**src/rtl/dslot_npc.sv**
```systemverilog
module dslot_npc #(
  parameter logic [31:0] RESET_VEC = 32'hBFC0_0000,
  parameter int          LINK_REG  = 31
) (
  input  logic        clk,
  input  logic        rst_n,
  input  logic        stall,
  input  logic [31:0] instr,
  input  logic [31:0] rs_val,
  input  logic [31:0] rt_val,
  output logic [31:0] fetch_pc,
  output logic        link_we,
  output logic [4:0]  link_idx,
  output logic [31:0] link_val
);
  localparam logic [5:0] OP_REG  = 6'd0;
  localparam logic [5:0] OP_J    = 6'd2;
  localparam logic [5:0] OP_JAL  = 6'd3;
  localparam logic [5:0] OP_BEQ  = 6'd4;
  localparam logic [5:0] OP_BNE  = 6'd5;
  localparam logic [5:0] OP_BLEZ = 6'd6;
  localparam logic [5:0] OP_BGTZ = 6'd7;
  localparam logic [5:0] FN_JR   = 6'd8;
  localparam logic [5:0] FN_JALR = 6'd9;
  localparam logic [4:0] LINK_IDX = 5'(LINK_REG);

  logic        booted_q;
  logic [31:0] pc_q;
  logic [31:0] seq_pc, br_pc, jmp_pc, npc;
  logic [5:0]  op, fn;
  logic        is_jal, is_jalr, rs_eq, rs_lez;
  logic [4:0]  raw_idx;
  logic        unused_bits;

  assign op      = instr[31:26];
  assign fn      = instr[5:0];
  assign unused_bits = ^instr[10:6];

  assign seq_pc  = pc_q + 32'd4;
  assign br_pc   = pc_q + {{14{instr[15]}}, instr[15:0], 2'b00};
  assign jmp_pc  = {pc_q[31:28], instr[25:0], 2'b00};
  assign rs_eq   = (rs_val == rt_val);
  assign rs_lez  = ($signed(rs_val) <= 32'sd0);

  assign is_jal  = (op == OP_JAL);
  assign is_jalr = (op == OP_REG) && (fn == FN_JALR);

  always_comb begin
    npc = seq_pc;
    case (op)
      OP_J, OP_JAL: npc = jmp_pc;
      OP_BEQ:       if (rs_eq)   npc = br_pc;
      OP_BNE:       if (!rs_eq)  npc = br_pc;
      OP_BLEZ:      if (rs_lez)  npc = br_pc;
      OP_BGTZ:      if (!rs_lez) npc = br_pc;
      OP_REG:       if (fn == FN_JR || fn == FN_JALR) npc = rs_val;
      default:      npc = seq_pc;
    endcase
  end

  assign raw_idx  = is_jal ? LINK_IDX : instr[15:11];
  assign link_idx = raw_idx;
  assign link_val = seq_pc;
  assign link_we  = booted_q && !stall && (is_jal || is_jalr) && (raw_idx != 5'd0);
  assign fetch_pc = pc_q;

  always_ff @(posedge clk) begin
    if (!rst_n) begin
      pc_q     <= RESET_VEC;
      booted_q <= 1'b0;
    end else if (!stall) begin
      booted_q <= 1'b1;
      pc_q     <= booted_q ? npc : seq_pc;
    end
  end
endmodule


```
**config.mk**
```make
export PLATFORM = sky130hd
export DESIGN_NAME = dslot_npc
export DESIGN_NICKNAME = d
export VERILOG_FILES = /design/src/rtl/dslot_npc.sv
export SDC_FILE = /design/constraint.sdc
export NUM_CORES = 1
export LEC_CHECK = 0
export ABC_AREA = 0
export BUFFER_PORTS_ARGS = -buffer_cell sky130_fd_sc_hd__buf_2
export CORE_MARGIN = 2
export CORE_UTILIZATION = 28
export DETAILED_ROUTE_END_ITERATION = 6
export GPL_TIMING_DRIVEN = 0
export PLACE_DENSITY_LB_ADDON = 0.1
export SLEW_MARGIN = 20
export SYNTH_ARGS = -nofsm -noshare
export SYNTH_HDL_FRONTEND = slang
export SYNTH_SLANG_ARGS = --single-unit
```
**constraint.sdc**
```tcl
create_clock -name clk -period 8.68 [get_ports clk]
set_input_delay 2.604 -clock clk [delete_from_list [all_inputs] [get_ports clk]]
set_output_delay 2.604 -clock clk [all_outputs]
set_load 0.02 [all_outputs]
```
==> flow_summary.ini, run 1 <==
[outcome]
status = completed

[clock_network]
ctsHoldBuffers = 0
numCtsBuffers = 5
cts_resized = 0
cts.sinks = 33
cts_setup_buffers = 0
cts_tree = done
clock_latency_ns = 0.29
clockRootBuffer = clkbuf_16
path_clk_slew_ns = 0.06
htreeDepth = 2
clock_path_buffers = 2

[timing]
max_freq_mhz = 126
fin_crit_sh = 0.915
worst_pin_slew_ns = 0.835
post-route-min-period_ns = 7.94
drv_slew = 0
rsz0062_at_grt = no
worst_clock_skew_ns = 0.00996
fin_tns_setup_ns = 0
hold_violations = 0
setup-violations-final = 0
slew_headroom = 0.443
fin_ws_ns = 0.739

[synthesis]
synth-async-reset-ratio = 0
syn_area_per_cell_sq_um = 7.26
synth_top_family_by_area = compound AO/OA/AOI/OAI gates
syn_nets = 765
synth.mux.area_fraction = 0.00950
synth_top_cell_by_area = dfxtp_1
synth_compound_area_frac = 0.323
ys_types = 67
yosysSeqAreaShare = 0.143
synth_most_common_cell = xnor2_1
synth_area_leaders = dfxtp_1 (14%), xnor2_1 (13%), ha_1 (8.1%)
synth_commonest_cells = xnor2_1 (70), nand2_1 (59), a21oi_1 (52), o21ai_0 (45), nor2_1 (43)
synthXorXnorAreaFrac = 0.163
synth_cells = 635
synth_top_area_frac = 0.143
ys.flop_type = dfxtp_1
synthSimpleGateAreaFrac = 0.235
ys_ff_latch = 33
synth-edff-count = 0
ys_warn_count = 0
synth_area_sq_um = 4610
synthAdderAreaFrac = 0.0858

[power]
combinationalPowerShare = 0.394
total_leakage_power_uw = 0.00240
p_per_area_nw_per_um2 = 99.9
power.share.switching = 0.394
p_int_uw = 354
switchingPower_uw = 230
clkPwrFrac = 0.315
ir_worst_vdd_mv = 0.0546
power_frac_seq = 0.291
power_uw = 584

[cells_and_area]
post-route-util = 0.365
regArea_sq_um = 661
area_growth_pct = 26.8
drive_gt1_frac = 0.232
insertedDiodeCount = 0
multi_input_comb_area_sq_um = 3760
final_net_count = 938
nFillCells = 1799

[setup_path]
critPathLaunchType = primary input
crit_type = in -> out
crit_chain = buf_2, nor3_1, nor3b_1, clkbuf_1, clkbuf_1, nand2_1, a21oi_1, buf_2
crit_family = buffers and inverters
worstPathMaxFanout = 10
cp_slowest_cell = clkbuf_1
max_stage_delay_ns = 0.57
crit_path_end_kind = output port
worstPathRequired_ns = 6.08
worst-path-buf-inv = 4
critPathArrivalTime_ns = 5.34

[floorplanning]
die-width_um = 132
io_pins = 169
rows = 46
die_h_um = 132
start_util = 0.288
dieArea_sq_um = 17500
core_sq_um = 16000

[global_route]
grt_max_degree = 24
overflow = 0
antenna_found_initial = 0
grt_pass1_wl_mm = 34.0
grt_pass1_vias = 5639
track_usage = 0.255

[drt]
dr.pass1.iters = 5
wl_mm = 23.2
viasPerCell = 5.71
ant_nets = 0
drt_iter0_markers = 449
vias = 5857
wl_per_cell_um = 22.6
drc = 0

[place]
hpwl_mm = 18.4
place_ws_ns = 0.786
port_buffers = 166
place_congestion = 0.943

[flow_run]
max_cap_violations = 0

[min_path]
min_path_type = reg -> reg
## power by group through the flow
stage | clock, uW | sequential [uW] | combinational (uW)
finish | 184 | 170 | 230
floorplan | 0 | 176 | 130
CTS | 185 | 170 | 228
detailed placement | 0 | 173 | 226
global placement | 0 | 173 | 225
global route | 191 | 171 | 249
## worst register-to-register path: stages (launching register included)
cell and delay, ns:
dfxtp_1 0.57, ha_1 0.36, and3_1 0.20, o2111a_1 0.14, a21oi_1 0.50, a211oi_1 0.22
nand2b_1 0.24, a2111oi_0 0.46, nor3_1 0.14, xnor2_1 0.23, o22ai_1 0.12
## path summary, 6_finish.rpt
| kind | start | to | slack [ns] | cells past startpoint |
|---|---|---|---|---|
| setup / recovery | instr[29] | link_we | 0.74 | 8 |
| hold / removal | fetch_pc[1]$_SDFFE_PN0P_ | fetch_pc[1]$_SDFFE_PN0P_ | 0.48 | 2 |
| setup reg to reg | fetch_pc[7]$_SDFFE_PN0N_ | fetch_pc[25]$_SDFFE_PN1N_ | 5.38 | 10 |
| hold reg to reg | fetch_pc[1]$_SDFFE_PN0P_ | fetch_pc[1]$_SDFFE_PN0P_ | 0.48 | 2 |
## sequential cells by signal, indices dropped and copies added, names as in the netlist
register  flops
fetch_pc     32
booted_q      1
## layout make-up
type | instances | share of cell area
Multi-Input combinational cell | 556 | 0.643
Tap cell | 216 | 0.0462
Timing Repair Buffer | 166 | 0.142
Clock buffer | 8 | 0.0233
Buffer | 31 | 0.0223
Inverter | 15 | 0.00963
Sequential cell | 33 | 0.113
## cell families after synthesis
group                      after synthesis
xor gates and xnor gates                86
DFF                                     33
adders and majority gates               31
and+or+nand+nor                        214
buffers and inverters                   46
muxes                                    4
AOI/OAI and AO/OA                      221
## cells in the final DEF, fill, tap and decap left out, types with 13 or more instances in the layout
master / instances
a21o_1: 18
a21oi_1: 52
a221oi_1: 24
a22o_1: 18
buf_2: 170
clkbuf_1: 25
dfxtp_1: 33
ha_1: 30
inv_1: 14
nand2_1: 59
nand2b_1: 13
nand3_1: 15
nand4_1: 22
nor2_1: 43
nor3_1: 13
o21ai_0: 45
xnor2_1: 70
xor2_1: 16
## metrics by stage
step / hold slack (ns) / area (sq um) / instances
floorplan: 0.505 / 4610 / 635
global placement: 0.476 / 5710 / 1017
detailed placement: 0.484 / 5710 / 1017
CTS: 0.493 / 5850 / 1025
global route: 0.519 / 5850 / 1025
finish: 0.484 / 5850 / 1025
## routing by layer
metal  global-route usage  wire length (um)  vias to the layer above
met4                0.103               837                        0
met3               0.0431              1670                       45
li1                     -                 -                     2735
met2                0.427             10800                      280
met1                0.326              9870                     2797
met5                    0                 0                        -
Power figures use the tool's default switching activity.
==> inputs of run 2 (changes only) <==
--- a/config.mk
+++ b/config.mk
@@ -5,7 +5,7 @@
 export SDC_FILE = /design/constraint.sdc
 export NUM_CORES = 1
 export LEC_CHECK = 0
-export ABC_AREA = 0
+export ABC_AREA = 1
 export BUFFER_PORTS_ARGS = -buffer_cell sky130_fd_sc_hd__buf_2
 export CORE_MARGIN = 2
 export CORE_UTILIZATION = 28
==> flow_summary.ini, run 2 <==
[synthesis]
synth_area_leaders = nand2_1 (27%), inv_1 (10%), dfxtp_1 (9.9%)
synth-async-reset-ratio = 0
ys_warn_count = 0
synth_area_sq_um = 6680
synth-edff-count = 0
synth_top_area_frac = 0.272
synth_top_cell_by_area = nand2_1
synth_most_common_cell = nand2_1
ys_ff_latch = 33
ys_types = 46
yosysSeqAreaShare = 0.0990
syn_area_per_cell_sq_um = 5.32
ys.flop_type = dfxtp_1
syn_nets = 1384
synth_cells = 1254
synth_commonest_cells = nand2_1 (483), inv_1 (185), nor2_1 (109), nand3_1 (98), a21oi_1 (50)

[power]
clkPwrFrac = 0.273
power.share.switching = 0.462
p_int_uw = 396
combinationalPowerShare = 0.478
switchingPower_uw = 341
total_leakage_power_uw = 0.00436
p_per_area_nw_per_um2 = 91.4
power_frac_seq = 0.248
ir_worst_vdd_mv = 0.0739

[clock_network]
clock_latency_ns = 0.30
path_clk_slew_ns = 0.07
cts.sinks = 33
cts_setup_buffers = 0
cts_tree = done
clock_path_buffers = 2
numCtsBuffers = 5
clockRootBuffer = clkbuf_16
cts_resized = 0
htreeDepth = 2
ctsHoldBuffers = 0

[floorplanning]
dieArea_sq_um = 25100
rows = 56
core_sq_um = 23500
start_util = 0.284
die-width_um = 158
die_h_um = 158
io_pins = 169

[global_route]
track_usage = 0.236
grt_pass1_vias = 7734
antenna_found_initial = 1
grt_max_degree = 17
grt_pass1_wl_mm = 44.4
overflow = 0

[setup_path]
critPathLaunchType = primary input
max_stage_delay_ns = 0.38
critPathArrivalTime_ns = 4.39
crit_type = in -> out
worstPathRequired_ns = 6.08
crit_path_frequent_cell = buf_2
worstPathMaxFanout = 10
cp_slowest_cell = nor2_1
crit_chain = buf_2, or2_1, nor2_1, nand3_1, nor2_1, buf_2, nand3_1, a21oi_1, buf_2
crit_path_end_kind = output port

[drt]
drt_iter0_markers = 427
wl_mm = 29.0
drc = 0
viasPerCell = 4.64
dr.pass1.iters = 5
vias = 8113
ant_nets = 0
wl_per_cell_um = 16.6

[timing]
post-route-min-period_ns = 6.99
fin_tns_setup_ns = 0
max_freq_mhz = 143
fin_crit_sh = 0.806
drv_slew = 0
rsz0062_at_grt = no
setup-violations-final = 0
worst_clock_skew_ns = 0.0114
worst_pin_slew_ns = 0.742
slew_headroom = 0.505
hold_violations = 0

[cells_and_area]
stdcell_area_sq_um = 8070
layout_commonest_cell = nand2_1
fin_cells = 1749
final_net_count = 1558
area_growth_pct = 20.8
post-route-util = 0.344
final_cell_mix = nand2_1 (483), inv_1 (185), buf_2 (176)
drive_gt1_frac = 0.208
largest_reg_flops = 32

[place]
place_area_sq_um = 7910
hpwl_mm = 24.8
port_buffers = 167
place_congestion = 0.932
dp.cells = 1740

[min_path]
min_path_type = reg -> reg

[flow_run]
max_cap_violations = 0

[outcome]
status = completed
[run 2: cell count changes after synthesis, moves of 24 or more]
cell	before	now
nand2_1	59	483
inv_1	14	185
nand3_1	15	98
nor2_1	43	109
xnor2_1	70	20
a21oi_2	1	39
a221oi_1	24	0
[run 2: layout make-up]
type                    instances  area, sq um
multi-input cells             987         5080
fillers                      2793        15400
diodes                          1         2.50
flip-flops and latches         33          661
repair buffers                167          836
well taps                     319          399
clock buffers                   6          139
inverters                     209          785
clock inverters                 2         13.8
plain buffers                  25          146
[run 2: logic make-up after synthesis]
logic type	count (synthesis)	synth area share
AND/OR/NAND/NOR	765	0.500
XOR/XNOR	53	0.0695
AO/OA/AOI/OAI	138	0.132
adder cells (fa/ha/maj)	31	0.0592
buffers and inverters	234	0.139
flip-flops	33	0.0990
[run 2: power groups by stage]
| stage | sequential [uW] | clock (uW) | combinational, uW |
|---|---|---|---|
| 3_3_place_gp | 186 | 0 | 350 |
| 4_1_cts | 183 | 204 | 353 |
| 6_report | 183 | 202 | 353 |
| 3_5_place_dp | 186 | 0 | 351 |
| 5_1_grt | 184 | 208 | 396 |
| 2_1_floorplan | 189 | 0 | 222 |
[run 2: worst paths after layout]
kind | from | to | slack (ns) | cells after the start
worst max-delay path | instr[5] | link_we | 1.69 | 9
worst min-delay path | fetch_pc[1]$_SDFFE_PN0P_ | fetch_pc[1]$_SDFFE_PN0P_ | 0.49 | 2
worst max register to register | fetch_pc[2]$_SDFFE_PN0N_ | fetch_pc[28]$_SDFFE_PN1P_ | 6.04 | 19
worst min register to register | fetch_pc[1]$_SDFFE_PN0P_ | fetch_pc[1]$_SDFFE_PN0P_ | 0.49 | 2
[run 2: per-stage QoR]
step	setup WS, ns	hold slack (ns)	total power [uW]
floorplan	2.19	0.460	411
global placement	1.73	0.478	536
detailed placement	1.70	0.479	537
CTS	1.69	0.496	740
global route	1.49	0.527	788
finish	1.69	0.486	737
[run 2: metal layers]
metal | vias up | share of wire | track usage
met5 | - | 0 | 0
met4 | 0 | 0.021 | 0.0549
met2 | 205 | 0.46 | 0.396
met1 | 3640 | 0.47 | 0.317
li1 | 4240 | - | -
met3 | 28 | 0.052 | 0.0370
[run 2: critical path: cells and delay by family]
family | cells | cell delay [ns]
AO/OA/AOI/OAI | 1 | 0.15
buffers and inverters | 3 | 0.66
AND/OR/NAND/NOR | 5 | 0.96
